`src/rtl/piso_pkg.sv`:
```
package piso_pkg;
  localparam logic HEAD_FLAG = 1'b1;
  localparam logic TAIL_FLAG = 1'b0;

  function automatic int frame_len(input int fine_w, input int coarse_w);
    return fine_w + coarse_w + 2;
  endfunction
endpackage

```
`src/rtl/frame_pack.sv`:
```
module frame_pack
  import piso_pkg::*;
#(
  parameter int FINE_W   = 8,
  parameter int COARSE_W = 20,
  localparam int FRAME_W = frame_len(FINE_W, COARSE_W)
) (
  input  logic [FINE_W-1:0]   fine_i,
  input  logic [COARSE_W-1:0] coarse_i,
  output logic [FRAME_W-1:0]  frame_o
);
  localparam int FINE_LO   = 1;
  localparam int COARSE_LO = FINE_LO + FINE_W;

  // index 0 = D1 (tail), index FRAME_W-1 = D30 (head)
  assign frame_o[0]         = TAIL_FLAG;
  assign frame_o[FRAME_W-1] = HEAD_FLAG;

  for (genvar k = 0; k < FINE_W; k++) begin : g_fine
    assign frame_o[FINE_LO+k] = fine_i[k];
  end

  for (genvar k = 0; k < COARSE_W; k++) begin : g_coarse
    assign frame_o[COARSE_LO+k] = coarse_i[k];
  end
endmodule

```
`src/rtl/shift_chain.sv`:
```
module shift_chain #(
  parameter int W = 30
) (
  input  logic         clk_i,
  input  logic         rst_ni,
  input  logic         load_i,
  input  logic [W-1:0] par_i,
  output logic [W-1:0] stage_o
);
  logic [W-1:0] stage_q;

  for (genvar i = 0; i < W; i++) begin : g_stage
    logic nxt;
    if (i == 0) begin : g_first
      assign nxt = load_i ? 1'b0 : par_i[0];
    end else begin : g_rest
      assign nxt = load_i ? stage_q[i-1] : par_i[i];
    end
    always_ff @(posedge clk_i or negedge rst_ni) begin
      if (!rst_ni) stage_q[i] <= 1'b0;
      else         stage_q[i] <= nxt;
    end
  end

  assign stage_o = stage_q;

  p_shift_r6: assert property (@(posedge clk_i) disable iff (!rst_ni)
    load_i |=> stage_q[W-1:1] == $past(stage_q[W-2:0]));
  p_fill_r7: assert property (@(posedge clk_i) disable iff (!rst_ni)
    load_i |=> !stage_q[0]);
endmodule

```
`src/rtl/flag_frame_piso.sv`:
```
module flag_frame_piso
  import piso_pkg::*;
#(
  parameter int FINE_W   = 8,
  parameter int COARSE_W = 20,
  localparam int FRAME_W = frame_len(FINE_W, COARSE_W)
) (
  input  logic                clk_i,
  input  logic                rst_ni,
  input  logic                load_i,
  input  logic [FINE_W-1:0]   fine_i,
  input  logic [COARSE_W-1:0] coarse_i,
  output logic                serial_o
);
  localparam int CNT_W = $clog2(FRAME_W) + 1;

  logic [FRAME_W-1:0] frame_w;
  logic [FRAME_W-1:0] stage_w;

  frame_pack #(.FINE_W(FINE_W), .COARSE_W(COARSE_W)) u_pack (
    .fine_i  (fine_i),
    .coarse_i(coarse_i),
    .frame_o (frame_w)
  );

  shift_chain #(.W(FRAME_W)) u_chain (
    .clk_i  (clk_i),
    .rst_ni (rst_ni),
    .load_i (load_i),
    .par_i  (frame_w),
    .stage_o(stage_w)
  );

  assign serial_o = stage_w[FRAME_W-1];

  // shifts since last load, used by assertions only
  logic [CNT_W-1:0] shift_cnt_q;
  always_ff @(posedge clk_i or negedge rst_ni) begin
    if (!rst_ni)                          shift_cnt_q <= '0;
    else if (!load_i)                     shift_cnt_q <= '0;
    else if (shift_cnt_q != CNT_W'(FRAME_W)) shift_cnt_q <= shift_cnt_q + 1'b1;
  end

  p_head_flag_r2: assert property (@(posedge clk_i) disable iff (!rst_ni)
    !load_i |=> serial_o);
  p_tail_flag_r3: assert property (@(posedge clk_i) disable iff (!rst_ni)
    (shift_cnt_q == CNT_W'(FRAME_W-1)) |-> !serial_o);
  p_fine_field_r4: assert property (@(posedge clk_i) disable iff (!rst_ni)
    !load_i |=> stage_w[FINE_W:1] == $past(fine_i));
  p_coarse_field_r5: assert property (@(posedge clk_i) disable iff (!rst_ni)
    !load_i |=> stage_w[FRAME_W-2:FINE_W+1] == $past(coarse_i));
  p_drained_r7: assert property (@(posedge clk_i) disable iff (!rst_ni)
    (shift_cnt_q == CNT_W'(FRAME_W)) |-> !serial_o);
endmodule

```
`config.mk`:
```
export PLATFORM = sky130hd
export DESIGN_NAME = flag_frame_piso
export DESIGN_NICKNAME = d
export VERILOG_FILES = /design/src/rtl/piso_pkg.sv /design/src/rtl/frame_pack.sv /design/src/rtl/shift_chain.sv /design/src/rtl/flag_frame_piso.sv
export SDC_FILE = /design/constraint.sdc
export NUM_CORES = 1
export LEC_CHECK = 0
export BUFFER_PORTS_ARGS = -buffer_cell sky130_fd_sc_hd__clkbuf_2
export CORE_ASPECT_RATIO = 0.7
export CORE_UTILIZATION = 30
export CTS_CLUSTER_SIZE = 30
export DETAILED_ROUTE_END_ITERATION = 8
export PLACE_DENSITY = 0.51
export SLEW_MARGIN = 10
export SYNTH_ARGS = -nofsm -noshare
export SYNTH_HDL_FRONTEND = slang
export SYNTH_SLANG_ARGS = --single-unit
```
`constraint.sdc`:
```
create_clock -name clk_i -period 0.9 [get_ports clk_i]
set_clock_uncertainty 0.1 [all_clocks]
set_input_delay 0.225 -clock clk_i [delete_from_list [all_inputs] [get_ports clk_i]]
set_output_delay 0.225 -clock clk_i [all_outputs]
set_load 0.01 [all_outputs]
```
; After elaboration in Yosys (flattened, before gate mapping)
; Cells that the tools add are included.
[word_totals]
reg_bits = 29
latchBits = 0
ram_bits = 0
romBits = 0
in_bits = 31
out_inout_bits = 1
wordCells = 58
memories = 0
[op_classes]
n_addsub = 0
mul = 0
div = 0
n_lt_le_gt_ge = 0
n_eq_ne = 0
shifts = 0
muxes = 29
bitwise = 0
reduce_logical = 0
[ops]
columns = operator, count
row1 = two-way mux 1 bit, 29

; Depth between registers and ports, before layout
[depth]
ltp_word = 1
ltp_mapped = 3
mapped_depth_nobuf = 1

; Hierarchy
; A second synthesis with hierarchy kept.
[unflattened]
cells_unflattened = 95
hier_area_um2 = 1458.9
[modules_own_cells]
columns = mod, instances, cells_per_inst, area_each_um2, seq_area_each_um2
row1 = shift_chain, 1, 63, 1226.2, 750.7
row2 = frame_pack, 1, 32, 232.7, 0.0

; Worst setup path before layout
; No wires, ideal clock.
[synth_path]
path_kind = input -> register
startpoint = input load_i
endpoint = register u_chain.stage_q[10], in the netlist u_chain.stage_o[10]
setup_time_ns = 0.125
arrival_time_ns = 0.790
required_ns = 0.675
slack_ns = -0.115
path_stages = 3
n_path_buf = 2
path_cell_list = buf_6 > buf_6 > mux2_4
[synth_between]
elab_chain_cells = 1
[synth_lines]
columns = element, line
row1 = start: declaration, flag_frame_piso.sv:10  ; input logic load_i,
row2 = two-way mux 1 bit, shift_chain.sv:17  ; assign nxt = load_i ? stage_q[i-1] : par_i[i];
row3 = net u_chain.g_stage[10].nxt, shift_chain.sv:13  ; logic nxt;
row4 = end signal: indexed assignment, shift_chain.sv:21  ; else stage_q[i] <= nxt;
row5 = end: declaration, shift_chain.sv:10  ; logic [W-1:0] stage_q;
; The timed path passes the listed nets, and every way through them passes these cells.

; Final worst setup path
[layout_path]
startpoint = register u_chain.stage_q[29], in the netlist u_chain.stage_o[29]
endpoint = output serial_o
[layout_rtl]
columns = element, line
row1 = end: declaration, flag_frame_piso.sv:13  ; output logic serial_o
; No word-level cell between the ends.

==> impl_metrics.yaml <==
status:
  outcome: "finished with violations"
  violations: "setup timing"
power:
  cellLeakagePower_nw: 0.682
  power.density_mw_per_mm2: 1940
  finalPower_mw: 2.75
  peakVddDrop_mv: 0.682
floorplan:
  ios: 32
  die_h_um: 52.7
  rows: 17
  fp.dieArea_mm2: 0.00392
  start_util: 0.331
  core-area_mm2: 0.00332
  dieWidth_um: 74.4
layout:
  nNetsFinal: 130
  mostFrequentLayoutCells: "31 x clkbuf_2, 29 x dfrtp_1, 19 x mux2_2"
  finalInstanceArea_mm2: 0.00142
  nFillCells: 330
  final_core_util: 0.428
  multiInputGateArea_um2: 347
  final_cells: 147
  largest_reg_flops: 29
  ff_latch_area_um2: 726
  syn2layout_area_growth_pct: 29.0
  layout-drive-gt1-share: 0.670
  num_antenna_cells: 0
  layout_commonest_cell: "clkbuf_2"
synth:
  synth-compound-area-share: 0
  syn_inst: 61
  synth_warnings: 0
  syn_area_per_cell_um2: 18.0
  yosys.area_share.simple: 0.0114
  synth_top_family_by_area: "multiplexers"
  yosys_register_bits: 29
  synthDistinctLibCells: 7
  syn-num-nets: 92
  synth_xor_area_frac: 0
  synthMuxAreaShare: 0.304
  synth_seq_area_share: 0.660
  synth_area_mm2: 0.00110
  synthAdderAreaFrac: 0
critical_path:
  crit_start: "u_chain.stage_o[29]"
  crit_buf_inv: 1
  critPathLaunchType: "flip-flop"
  cp.arrival_ns: 0.74
  crit_path_top_delay_cell: "dfrtp_1"
  rr_startpoint: "u_chain.stage_o[1]"
  cpPeakStageDelay_ns: 0.35
  worstPathRequired_ns: 0.57
  worst-path-max-fanout: 1
  cp-end-kind: "primary output"
  crit_type: "flip-flop to primary output"
  critical_path.top_delay_family: "flip-flops"
  path_cells: "clkbuf_2"
detailed_routing:
  initialDrtViolationCount: 4
  drt_pass1_iterations: 2
  routed_via_density: 4.04
  ant_nets: 0
  drc: 0
  wl_per_cell_um: 11.6
  drt_wl_total_um: 1710
  vias: 594
clocking:
  clk_latency_ns: 0.27
  h-tree-depth: 2
  clkTransAtPathRegs_ns: 0.06
  cts_root_buffer: "clkbuf_8"
  cts_tree: "yes"
  clock-sinks: 29
  cts_max_path_buffers: 2
  cts_setup_buffers: 0
  cts-buffers-inserted: 5
sta:
  hold_viol: 0
  tns_ns: -0.164
  setup_violations: 1
  finalCritPeriodShare: 1.18
  rsz0062_at_grt: "true"
  setup_ws_ns: -0.164
  maxSlewViolCount: 0
  min_period_ns: 1.06
  whs_ns: 0.0760
  slew_headroom: 0.886
  worstMarginPinSlew_ns: 0.170
  timing.fmax_mhz: 940
grt:
  gr-usage-all-layers: 0.106
  grt_first_pass_wirelength_um: 2790
  first_global_vias: 607
  gr-total-overflow: 0
  antenna_found_initial: 0
  grt_max_degree: 30
hold_path:
  hp-class: "input pin to flip-flop"
  hold_start: "fine_i[0]"
placement:
  dp.final_hpwl_um: 1140
  portBuffers: 31
  place_ws_ns: -0.249
  gp_congestion: 0.591
  dp_cells: 138
  postPlaceCellArea_mm2: 0.00133
job:
  maxCapViolations: 0
timing repair:
action,in CTS,in global routing
setup endpoints to repair,1,1
endpoints found under the hold margin,29,0
resized for setup,0,0
hold buffers,1,0
cloned,0,0
pin swaps,0,0
cells in the mapped netlist:
cell type	number	share of area
buf_6	2	0.020
buf_2	1	0.0045
nand2b_1	1	0.0057
mux2_2	19	0.19
mux2_4	8	0.11
nor2b_1	1	0.0057
dfrtp_1	29	0.66
per-layer routing:
layer	global-route usage	up-vias	routed length, um
met5	0	-	0
met4	0.0660	0	30
met3	0.0558	5	136
met2	0.146	24	723
met1	0.128	276	820
li1	-	289	-
power breakdown:
| part | switching [mW] | internal [mW] |
|---|---|---|
| logic | 0.103 | 0.197 |
| clock network | 0.454 | 0.534 |
| registers | 0.0317 | 1.43 |
| total | 0.589 | 2.16 |
cell families (layout without fill, tap and decap cells):
family,after synthesis,after routing
buffers and inverters,3,42
flip-flops,29,29
multiplexers,27,27
AND/OR/NAND/NOR,2,2
final timing paths:
path                                        to  slack [ns]  depth (start not counted)
min in group asynchronous  u_chain.stage_o[26]        0.34                          3
max                                   serial_o       -0.16                          1
max in group asynchronous  u_chain.stage_o[12]        0.19                          3
min                         u_chain.stage_o[1]        0.08                          2
max reg2reg                 u_chain.stage_o[2]        0.06                          1
min reg2reg                u_chain.stage_o[29]        0.35                          1
cell type report:
| type | count | area share |
|---|---|---|
| clock buffers | 6 | 0.0511 |
| clock inverters | 2 | 0.00705 |
| multi-input cells | 29 | 0.244 |
| flip-flops and latches | 29 | 0.511 |
| well taps | 47 | 0.0414 |
| repair buffers | 34 | 0.145 |
(Power assumes the default switching activity.)
